File: src/rtl/nest_irq_gate.sv
module nest_irq_gate #(
  parameter int NSRC  = 8,
  parameter int DEPTH = 2,
  localparam int IW = $clog2(NSRC),
  localparam int CW = $clog2(DEPTH + 1)
) (
  input  logic            clk,
  input  logic            rst_n,
  input  logic [NSRC-1:0] irq_req,
  input  logic [IW-1:0]   hi_src,
  input  logic            int_en,
  input  logic            accept_stb,
  input  logic            return_stb,
  output logic            grant,
  output logic [IW-1:0]   grant_id,
  output logic [1:0]      level,
  output logic            underflow
);

  logic [1:0]    stk [DEPTH];
  logic [CW-1:0] cnt;
  logic [1:0]    lvl_r;
  logic [IW-1:0] low_idx;
  logic          empty, pop, hi_ok, eligible, acc;
  logic [IW-1:0] win;

  assign empty = (cnt == '0);
  assign pop   = return_stb && !empty;
  assign lvl_r = return_stb ? (empty ? 2'd0 : stk[0]) : level;
  assign hi_ok = irq_req[hi_src];

  always_comb begin
    low_idx = '0;
    for (int i = NSRC - 1; i >= 0; i--)
      if (irq_req[i]) low_idx = IW'(i);
  end

  always_comb begin
    case (lvl_r)
      2'd0:    eligible = |irq_req;
      2'd1:    eligible = hi_ok;
      default: eligible = 1'b0;
    endcase
  end

  assign win = (lvl_r == 2'd0 && !hi_ok) ? low_idx : hi_src;
  assign acc = accept_stb && int_en && eligible;

  always_ff @(posedge clk) begin
    if (!rst_n) begin
      grant     <= 1'b0;
      grant_id  <= '0;
      level     <= 2'd0;
      underflow <= 1'b0;
    end else begin
      grant     <= acc;
      underflow <= return_stb && empty;
      level     <= acc ? lvl_r + 2'd1 : lvl_r;
      if (acc) grant_id <= win;
    end
  end

  always_ff @(posedge clk) begin
    if (!rst_n) begin
      cnt <= '0;
      for (int i = 0; i < DEPTH; i++) stk[i] <= 2'd0;
    end else if (acc && !pop) begin
      stk[0] <= lvl_r;
      for (int i = 1; i < DEPTH; i++) stk[i] <= stk[i-1];
      cnt <= cnt + CW'(1);
    end else if (pop && !acc) begin
      for (int i = 0; i < DEPTH - 1; i++) stk[i] <= stk[i+1];
      stk[DEPTH-1] <= 2'd0;
      cnt <= cnt - CW'(1);
    end else if (acc && pop) begin
      stk[0] <= lvl_r;
    end
  end

  p_level_legal_r5: assert property (@(posedge clk) disable iff (!rst_n)
    level != 2'd3);

  p_grant_needs_enable_r6: assert property (@(posedge clk) disable iff (!rst_n)
    grant |-> $past(int_en && accept_stb));

  p_level_step_r7: assert property (@(posedge clk) disable iff (!rst_n)
    (grant && !$past(return_stb)) |-> level == $past(level) + 2'd1);

  p_busy_blocks_r4: assert property (@(posedge clk) disable iff (!rst_n)
    ($past(level) == 2'd2 && !$past(return_stb)) |-> !grant);

  p_hi_only_r3: assert property (@(posedge clk) disable iff (!rst_n)
    (grant && $past(lvl_r) == 2'd1) |-> grant_id == $past(hi_src));

  p_underflow_zero_r9: assert property (@(posedge clk) disable iff (!rst_n)
    underflow |-> (level == 2'd0 || (grant && level == 2'd1)));

endmodule

File: config.mk
export PLATFORM = sky130hd
export DESIGN_NAME = nest_irq_gate
export DESIGN_NICKNAME = d
export VERILOG_FILES = /design/src/rtl/nest_irq_gate.sv
export SDC_FILE = /design/constraint.sdc
export NUM_CORES = 1
export LEC_CHECK = 0
export ABC_CLOCK_PERIOD_IN_PS = 6500
export BUFFER_PORTS_ARGS = -buffer_cell sky130_fd_sc_hd__buf_4
export CORE_UTILIZATION = 42
export CTS_CLUSTER_SIZE = 25
export DETAILED_ROUTE_END_ITERATION = 10
export PLACE_DENSITY_LB_ADDON = 0.3
export SLEW_MARGIN = 20
export SYNTH_ARGS = -nofsm -noshare
export SYNTH_HDL_FRONTEND = slang
export SYNTH_SLANG_ARGS = --single-unit
File: constraint.sdc
create_clock -name clk -period 6.5 [get_ports clk]
set_clock_uncertainty 0.05 [all_clocks]
set_input_delay 0.65 -clock clk [delete_from_list [all_inputs] [get_ports clk]]
set_output_delay 0.65 -clock clk [all_outputs]
set_load 0.02 [all_outputs]
### Word-level counts from Yosys, hierarchy flattened

Memories as Yosys holds them, arrays and structs flattened.
Index checks and enable logic that the tools add are counted.

* flip-flop bits (word level): 9
* bits in writable memories: 4
* input bits: 16
* output and inout bits: 7
* word-level logic and storage cells: 67
* memories: 1

* add/sub/neg operators: 3
* $lt $le $gt $ge: 1
* equal/unequal tests: 1
* muxes and demuxes: 35
* bitwise gates (word level): 5
* reduce and logical (&&, ||, !) cells: 16

Memories
* stk: words 2, width 2, rd ports 2, clocked after Yosys merged registers in 0, write ports 2, RTL line 20 `logic [1:0] stk [DEPTH];`

Operators with widths (count)
* $mux 3: 9
* $mux 2: 10
* $mux 1: 14
* $logic_and 1x1->1: 8
* $reduce_or 8->1: 1
* $or 1x1->1: 5
* $add 2x1->2 const B: 2
* $logic_not 1->1: 4
* $logic_not 2->1: 2
* $lt 3x4->1 const B: 1
* $bmux 1 s3: 1
* $eq 2x1->1 const B: 1
* $pmux 1 s2: 1
* $reduce_bool 2->1: 1
* $sub 2x1->2 const B: 1

### Logic depth before layout (Yosys ltp)

Gate-level depths: netlist of the first run.

* depth after elaboration: 14
* depth in mapped cells: 15
* gate-level depth less buffers: 14

### Least setup slack after synthesis of the first run

Ideal clock, no wire load.

* path kind: input port to flip-flop
* start: in return_stb
* end: mem stk[0][0] (enable)
* setup time: 0.253 ns
* arrival time: 2.529 ns
* data required time: 6.197 ns
* slack: 3.668 ns
* stages: 14
* buffers on the path: 1
* cells stage by stage: o21ai_0 inv_1 nand2_1 o21ai_0 inv_1 ha_1 o2111ai_1 o21ai_1 buf_2 inv_1 ha_1 nor2b_1 nand2b_1 or2_2

RTL lines
* start, declared: RTL line 13 `input logic return_stb,`
* end, declared: RTL line 20

==> results of run 1 <==
## registers in the layout (all words and copies together), names as in the netlist
| name | cells |
|---|---|
| cnt | 2 |
| grant_id | 3 |
| grant | 1 |
| level | 2 |
| underflow | 1 |
| stk | 4 |
## kinds of logic (layout without fill, tap and decap cells)
| family | after synthesis | count (layout) | share of synthesized area, % |
|---|---|---|---|
| buffers and inverters | 11 | 35 | 5.40 |
| xor gates and xnor gates | 3 | 3 | 3.34 |
| adders and majority gates | 5 | 5 | 7.95 |
| muxes | 5 | 5 | 9.54 |
| DFF | 13 | 13 | 38.2 |
| AOI/OAI and AO/OA | 21 | 21 | 17.0 |
| and+or+nand+nor | 27 | 27 | 18.6 |
## layout by cell type (no fill, tap or decap), drive strengths merged
| master | netlist | final |
|---|---|---|
| nor2 | 3 | 3 |
| xor2 | 2 | 2 |
| or4 | 2 | 2 |
| nand2b | 2 | 2 |
| o2111ai | 1 | 1 |
| nor3 | 1 | 1 |
| a31oi | 2 | 2 |
| nand3 | 1 | 1 |
| ha | 5 | 5 |
| a211o | 1 | 1 |
| inv | 9 | 9 |
| a21oi | 2 | 2 |
| mux2i | 3 | 3 |
| dfxtp | 9 | 9 |
| a21boi | 1 | 1 |
| a2111o | 1 | 1 |
| and2 | 3 | 3 |
| nor2b | 5 | 5 |
| edfxtp | 4 | 4 |
| buf | 1 | 22 |
| o21bai | 1 | 1 |
| mux4 | 2 | 2 |
| a21o | 1 | 1 |
| or2 | 1 | 1 |
| and3 | 2 | 2 |
| o21ai | 9 | 9 |
| xnor2 | 1 | 1 |
| a22oi | 2 | 2 |
| clkbuf | 1 | 4 |
| nand2 | 6 | 6 |
| or3 | 1 | 1 |
## through the flow
stage	instance area, um^2	hold slack [ns]	util (%)	cells	power (uW)
6_report	1000	0.420	57.3	134	276
4_1_cts	1000	0.417	57.3	134	278
3_3_place_gp	975	0.396	55.8	130	224
3_5_place_dp	975	0.405	55.8	130	228
5_1_grt	1000	0.452	57.3	134	297
2_1_floorplan	787	0.373	-	85	191
## metal layers
| metal | global-route usage [%] | vias to the layer above | wire length [um] |
|---|---|---|---|
| met5 | 0 | - | 0 |
| met3 | 7.20 | 2 | 83 |
| met1 | 25.2 | 310 | 754 |
| met4 | 7.27 | 0 | 13 |
| li1 | - | 351 | - |
| met2 | 27.8 | 18 | 783 |
## worst max-delay path, cell delays in order
cell and delay, ns:
buf_4 0.10, o21ai_0 0.10, inv_1 0.14, nand2_1 0.06, o21ai_0 0.21, ha_1 0.23
nand3_1 0.07, o21ai_1 0.66, inv_1 0.11, ha_1 0.24, nor2b_1 0.21, nand2b_1 0.13
or2_2 0.31
## worst paths after layout
check	startpoint	endpoint	slack, ns
worst max-delay path	return_stb	stk[0][1]$_DFFE_PP_	3.25
worst min-delay path	cnt[1]$_SDFFE_PN0P_	underflow$_SDFF_PN0_	0.42
worst max register to register	cnt[0]$_SDFFE_PN0P_	stk[0][1]$_DFFE_PP_	3.31
worst min register to register	cnt[1]$_SDFFE_PN0P_	underflow$_SDFF_PN0_	0.42
## final cells by class
cell class              instances  area, um^2
flip-flops and latches         13         300
fillers                       155         744
multi-input cells              61         444
inverters                       9        33.8
repair buffers                 22         165
well taps                      25        31.3
clock buffers                   4        26.3
## power breakdown
part	switching [uW]	total, uW	leakage [uW]	internal, uW
clock network	24.8	48.6	0.0000150	23.8
logic	59.6	110	0.000320	50.5
registers	12.1	117	0.000117	105
total	96.4	276	0.000452	180
==> impl_results.md, run 1 <==
* CTS root buf: clkbuf_4
* Main flop type after synthesis: dfxtp_1
* Sequential cell area fraction in the yosys report at a little under two fifths
* Tightest Pin Transition at 0.845 ns
* WP data arrival at ~3.2 ns
* LEAKAGE at around 0.00045 uW
* CP Data Required Time at between 6 and 7 ns
* Post-Synthesis Cell Area at 787 um^2
* Worst vdd ir at 151 uV
* Clock Latency Late Sink at roughly 0.27 ns
* ANT cells at 0
* Die area at approximately 2100 um^2
* Hold Buf Count CTS at 0
* Synth cell types at 32
* Final Cycle Share at 50.0%
* Maxcap violations at 0
* Yosys warns at 0
* CP max FO at 12
* Final setup fails at 0
* Core Box Area at 1750 um^2
* FF-to-FF path depth at 12
* Kind of critical path: in2reg
* Largest net degree at the start of global routing at 13
* PwrDens at 276 nW/um^2
* Post-synth EDFFs at 4
* Setup crit end kind: flip-flop
* Period minus WS final at between 3 and 4 ns
* First-pass detailed-route iteration total at 4
* Initial Utilization at 45.1%
* Max clock buf depth at 2
* Via count at around 680
* Number of global-route vias before repair at 620
* Dominant cell type by area after synthesis: dfxtp_1
* Number of port buffers at 22
* Initial DRC Count at 20
* Grt ovf at 0
* Clock Pin Slew Worst Setup and Hold Paths at roughly 0.070 ns
* Outcome: complete, no violations
* Post_cts resized at 0
* Syn avg cell area at between 9 and 10 um^2
* Setup WS pre-CTS at around 3 ns
* H-tree lvl count at 1
* Startpoint types: input port
* Final Max Tran Viols at 0
* CTS tree: yes
* Final Hold Vio Count at 0
* DRT antenna net count at 0
* Die W at 45.3 um
* Cells after Synth at 85
* Total negative slack at 0 ns
* Post-synth ARST share at 0%
* Per-cell routed wire length at between 10 and 15 um
* Global-route usage over all layers at 19.0%
* Syn Nets at ~110
* Setup slack after layout at ~3.3 ns
* Maximum clock rate at roughly 0.3 GHz
* Num rows at 15
* Hold Crit Class: reg2reg
* Io pins at 23
* Post-synth top cells: dfxtp_1 (9), inv_1 (9), o21ai_0 (8), nand2_1 (6)
* DPL Wire Length at approximately 1200 um
* Cells on Worst Hold Path at 1
* Drt total wl at 1640 um
* Share of the synthesized area in the top cell type at roughly 23%
* Worst slew margin at a little over two fifths
* RSZ-0062 raised after global routing: false
* Global-route wire length before repair at 2730 um
* Share of cells above drive strength 1 at between 20% and 30%
* Remaining DRCs at 0
* Routability congestion estimate at ~0.90
* Total clock buffers created by CTS at 3
* Fin nets at roughly 130
* Chip height at roughly 45 um
* Vias/cell at approximately 5
* Post-CTS setup buffers at 0
* Initial antenna violation count at 0
* Area contributors post-synth: dfxtp_1 (23%), edfxtp_1 (15%), ha_1 (7.9%)
* Syn-to-layout area delta at 27.2%
* Synthesized flop and latch total at 13
* TritonCTS Sinks at 13
No activity file was read; power rests on OpenSTA's default activity.
==> inputs of run 2 (changes only) <==
--- a/config.mk
+++ b/config.mk
@@ -5,7 +5,7 @@
 export SDC_FILE = /design/constraint.sdc
 export NUM_CORES = 1
 export LEC_CHECK = 0
-export ABC_CLOCK_PERIOD_IN_PS = 6500
+export ABC_CLOCK_PERIOD_IN_PS = 3350
 export BUFFER_PORTS_ARGS = -buffer_cell sky130_fd_sc_hd__buf_4
 export CORE_UTILIZATION = 42
 export CTS_CLUSTER_SIZE = 25
==> constraint.sdc (replaced) <==
create_clock -name clk -period 3.35 [get_ports clk]
set_clock_uncertainty 0.05 [all_clocks]
set_input_delay 0.335 -clock clk [delete_from_list [all_inputs] [get_ports clk]]
set_output_delay 0.335 -clock clk [all_outputs]
set_load 0.02 [all_outputs]
==> run 2 against run 1 <==
Against the previous run:
- global-route usage rose by 2.6 points
- highest routed layer unchanged
- core utilization grew 0.43 points
- hold slack worse by 0.16 ns
- die area stayed put
- non-clock buffer count grew 1
- sequential share of layout area shrank 0.22 points
- clock power is 100% higher
==> impl_results.md, run 2 (same netlist as run 1, synthesis figures left out) <==
* Startpoint types: flip-flop
* Grt ovf at 0 (unchanged)
* Biggest register: stk
* Tightest Pin Transition at 0.523 ns (-0.322 ns)
* Clock Latency Late Sink at 0.28 ns (about the same)
* Hold Buf Count CTS at 0 (unchanged)
* Final setup fails at 0 (unchanged)
* Maximum clock rate at 0.370 GHz
* Final Cycle Share at between 80% and 90%
* Per-cell routed wire length at 13.2 um (+8.1%)
* Post-CTS setup buffers at 0 (unchanged)
* Outcome: complete, no violations
* Total clock buffers created by CTS at 3 (unchanged)
* WP data arrival at 2.69 ns (-0.54 ns)
* CTS tree: yes
* Most frequent cells in the layout: buf_4 (23), inv_1 (9), dfxtp_1 (9), o21ai_0 (8), nand2_1 (6)
* Die W at 45.3 um (unchanged)
* TritonCTS Sinks at 13 (unchanged)
* Fin area at 1010 um^2 (+0.75%)
* Routability congestion estimate at 0.854 (-5.0%)
* Worst slew margin at 64.8% (+21 points)
* Drt total wl at 1780 um (+8.9%)
* Hold path startpoint: return_stb
* Most crowded layer after global routing: met2
* Num rows at 15 (unchanged)
* Syn-to-layout area delta at 28.1%
* First-pass detailed-route iteration total at 4 (unchanged)
* Hold Crit Class: in2reg
* Max reg flops at 4 (unchanged)
* Most common cell after layout, fill and taps aside: buf_4
* Io pins at 23 (unchanged)
* Core Util, Final at 57.8% (+0.43 points)
* Initial DRC Count at 18 (-10%)
* Top Registers: stk x4, grant_id x3
* Final Total Pwr at 542 uW (+96%)
* Maxcap violations at 0 (unchanged)
* H-tree lvl count at 1 (unchanged)
* Vias/cell at 5.16 (+1.6%)
* Initial Utilization at 45.1% (unchanged)
* Remaining DRCs at 0 (unchanged)
* Crit path launch: cnt[0]$_SDFFE_PN0P_
* Worst vdd ir at 364 uV (+140%)
* Post_cts resized at 0 (unchanged)
* Largest net degree at the start of global routing at 13 (unchanged)
* Global Route met3 Usage at 7.60% (+0.40 points)
* Global-route usage over all layers at 21.5% (+2.6 points)
* Number of global-route vias before repair at 681 (+9.8%)
* PwrDens at 538 nW/um^2 (+95%)
* Number of port buffers at 22 (unchanged)
* CTS root buf: clkbuf_4
* Core Box Area at 1750 um^2 (unchanged)
* Chip height at 45.3 um (unchanged)
* Clock Pin Slew Worst Setup and Hold Paths at 0.08 ns (about the same)
* Launching point of the worst reg2reg path: cnt[0]$_SDFFE_PN0P_
* LEAKAGE at 0.000457 uW (+1.1%)
* Routing usage on met1 at 23.3% (-1.9 points)
* Total negative slack at 0 ns (unchanged)
* Via count at 697 (+2.3%)
* Initial antenna violation count at 0 (unchanged)
* Global-route wire length before repair at 3030 um (+11%)
* Max clock buf depth at 2 (unchanged)
* DPL Wire Length at 1360 um (+11%)
* ANT cells at 0 (unchanged)
* Placed Area at 982 um^2 (+0.77%)
* CP Data Required Time at 3.34 ns (-3.15 ns)
* Met2 GRT Util at 36.8% (+9.0 points)
* Period minus WS final at between 2 and 3 ns
* RSZ-0062 raised after global routing: false
* DRT antenna net count at 0 (unchanged)
* Kind of critical path: reg2reg
* Final Hold Vio Count at 0 (unchanged)
* Fin nets at 132 (+0.76%)
* CP max FO at 4 (-8)
* Die area at 2050 um^2 (unchanged)
* Share of cells above drive strength 1 at 26.4% (+0.68 points)
* Final Max Tran Viols at 0 (unchanged)
* Setup crit end kind: flip-flop
==> run 2: critical path, cell delays in order, from the launching register on <==
cell	delay [ns]
dfxtp_1	0.35
o21ai_0	0.22
inv_1	0.13
nand2_1	0.08
o21ai_0	0.20
inv_1	0.11
ha_1	0.17
o2111ai_1	0.11
o21ai_1	0.16
inv_1	0.07
ha_1	0.21
nor2b_1	0.17
nand2b_1	0.12
or2_2	0.31
==> run 2: final cells by class <==
class / instances / area [um^2]
Clock buffer: 4 / 26.3
Fill cell: 164 / 737
Inverter: 9 / 33.8
Multi-Input combinational cell: 61 / 444
Sequential cell: 13 / 300
Tap cell: 25 / 31.3
Timing Repair Buffer: 23 / 173
==> run 2: metal layers <==
| layer | part of all wire, % | up-vias |
|---|---|---|
| met1 | 42 | 325 |
| li1 | - | 349 |
| met3 | 5.1 | 4 |
| met5 | 0 | - |
| met4 | 2.0 | 0 |
| met2 | 51 | 19 |
==> run 2: where the power goes <==
part / internal (uW) / switching [uW]
sequential: 204 / 23.2
combinational: 100 / 117
clock: 46.3 / 51.2
==> run 2: worst paths after layout <==
path                          end  slack, ns  cells after the start
max           stk[0][1]$_DFFE_PP_       0.65                     13
max reg2reg   stk[0][1]$_DFFE_PP_       0.65                     13
min          underflow$_SDFF_PN0_       0.26                      3
min reg2reg  underflow$_SDFF_PN0_       0.43                      1
==> run 2: per-stage QoR <==
step	std cells	worst slack (ns)	hold WS, ns
final	135	0.647	0.258
after global routing	135	0.347	0.271
after CTS	135	0.635	0.255
after detailed placement	131	0.639	0.414
after global placement	131	0.722	0.399
after floorplan	85	0.731	0.373
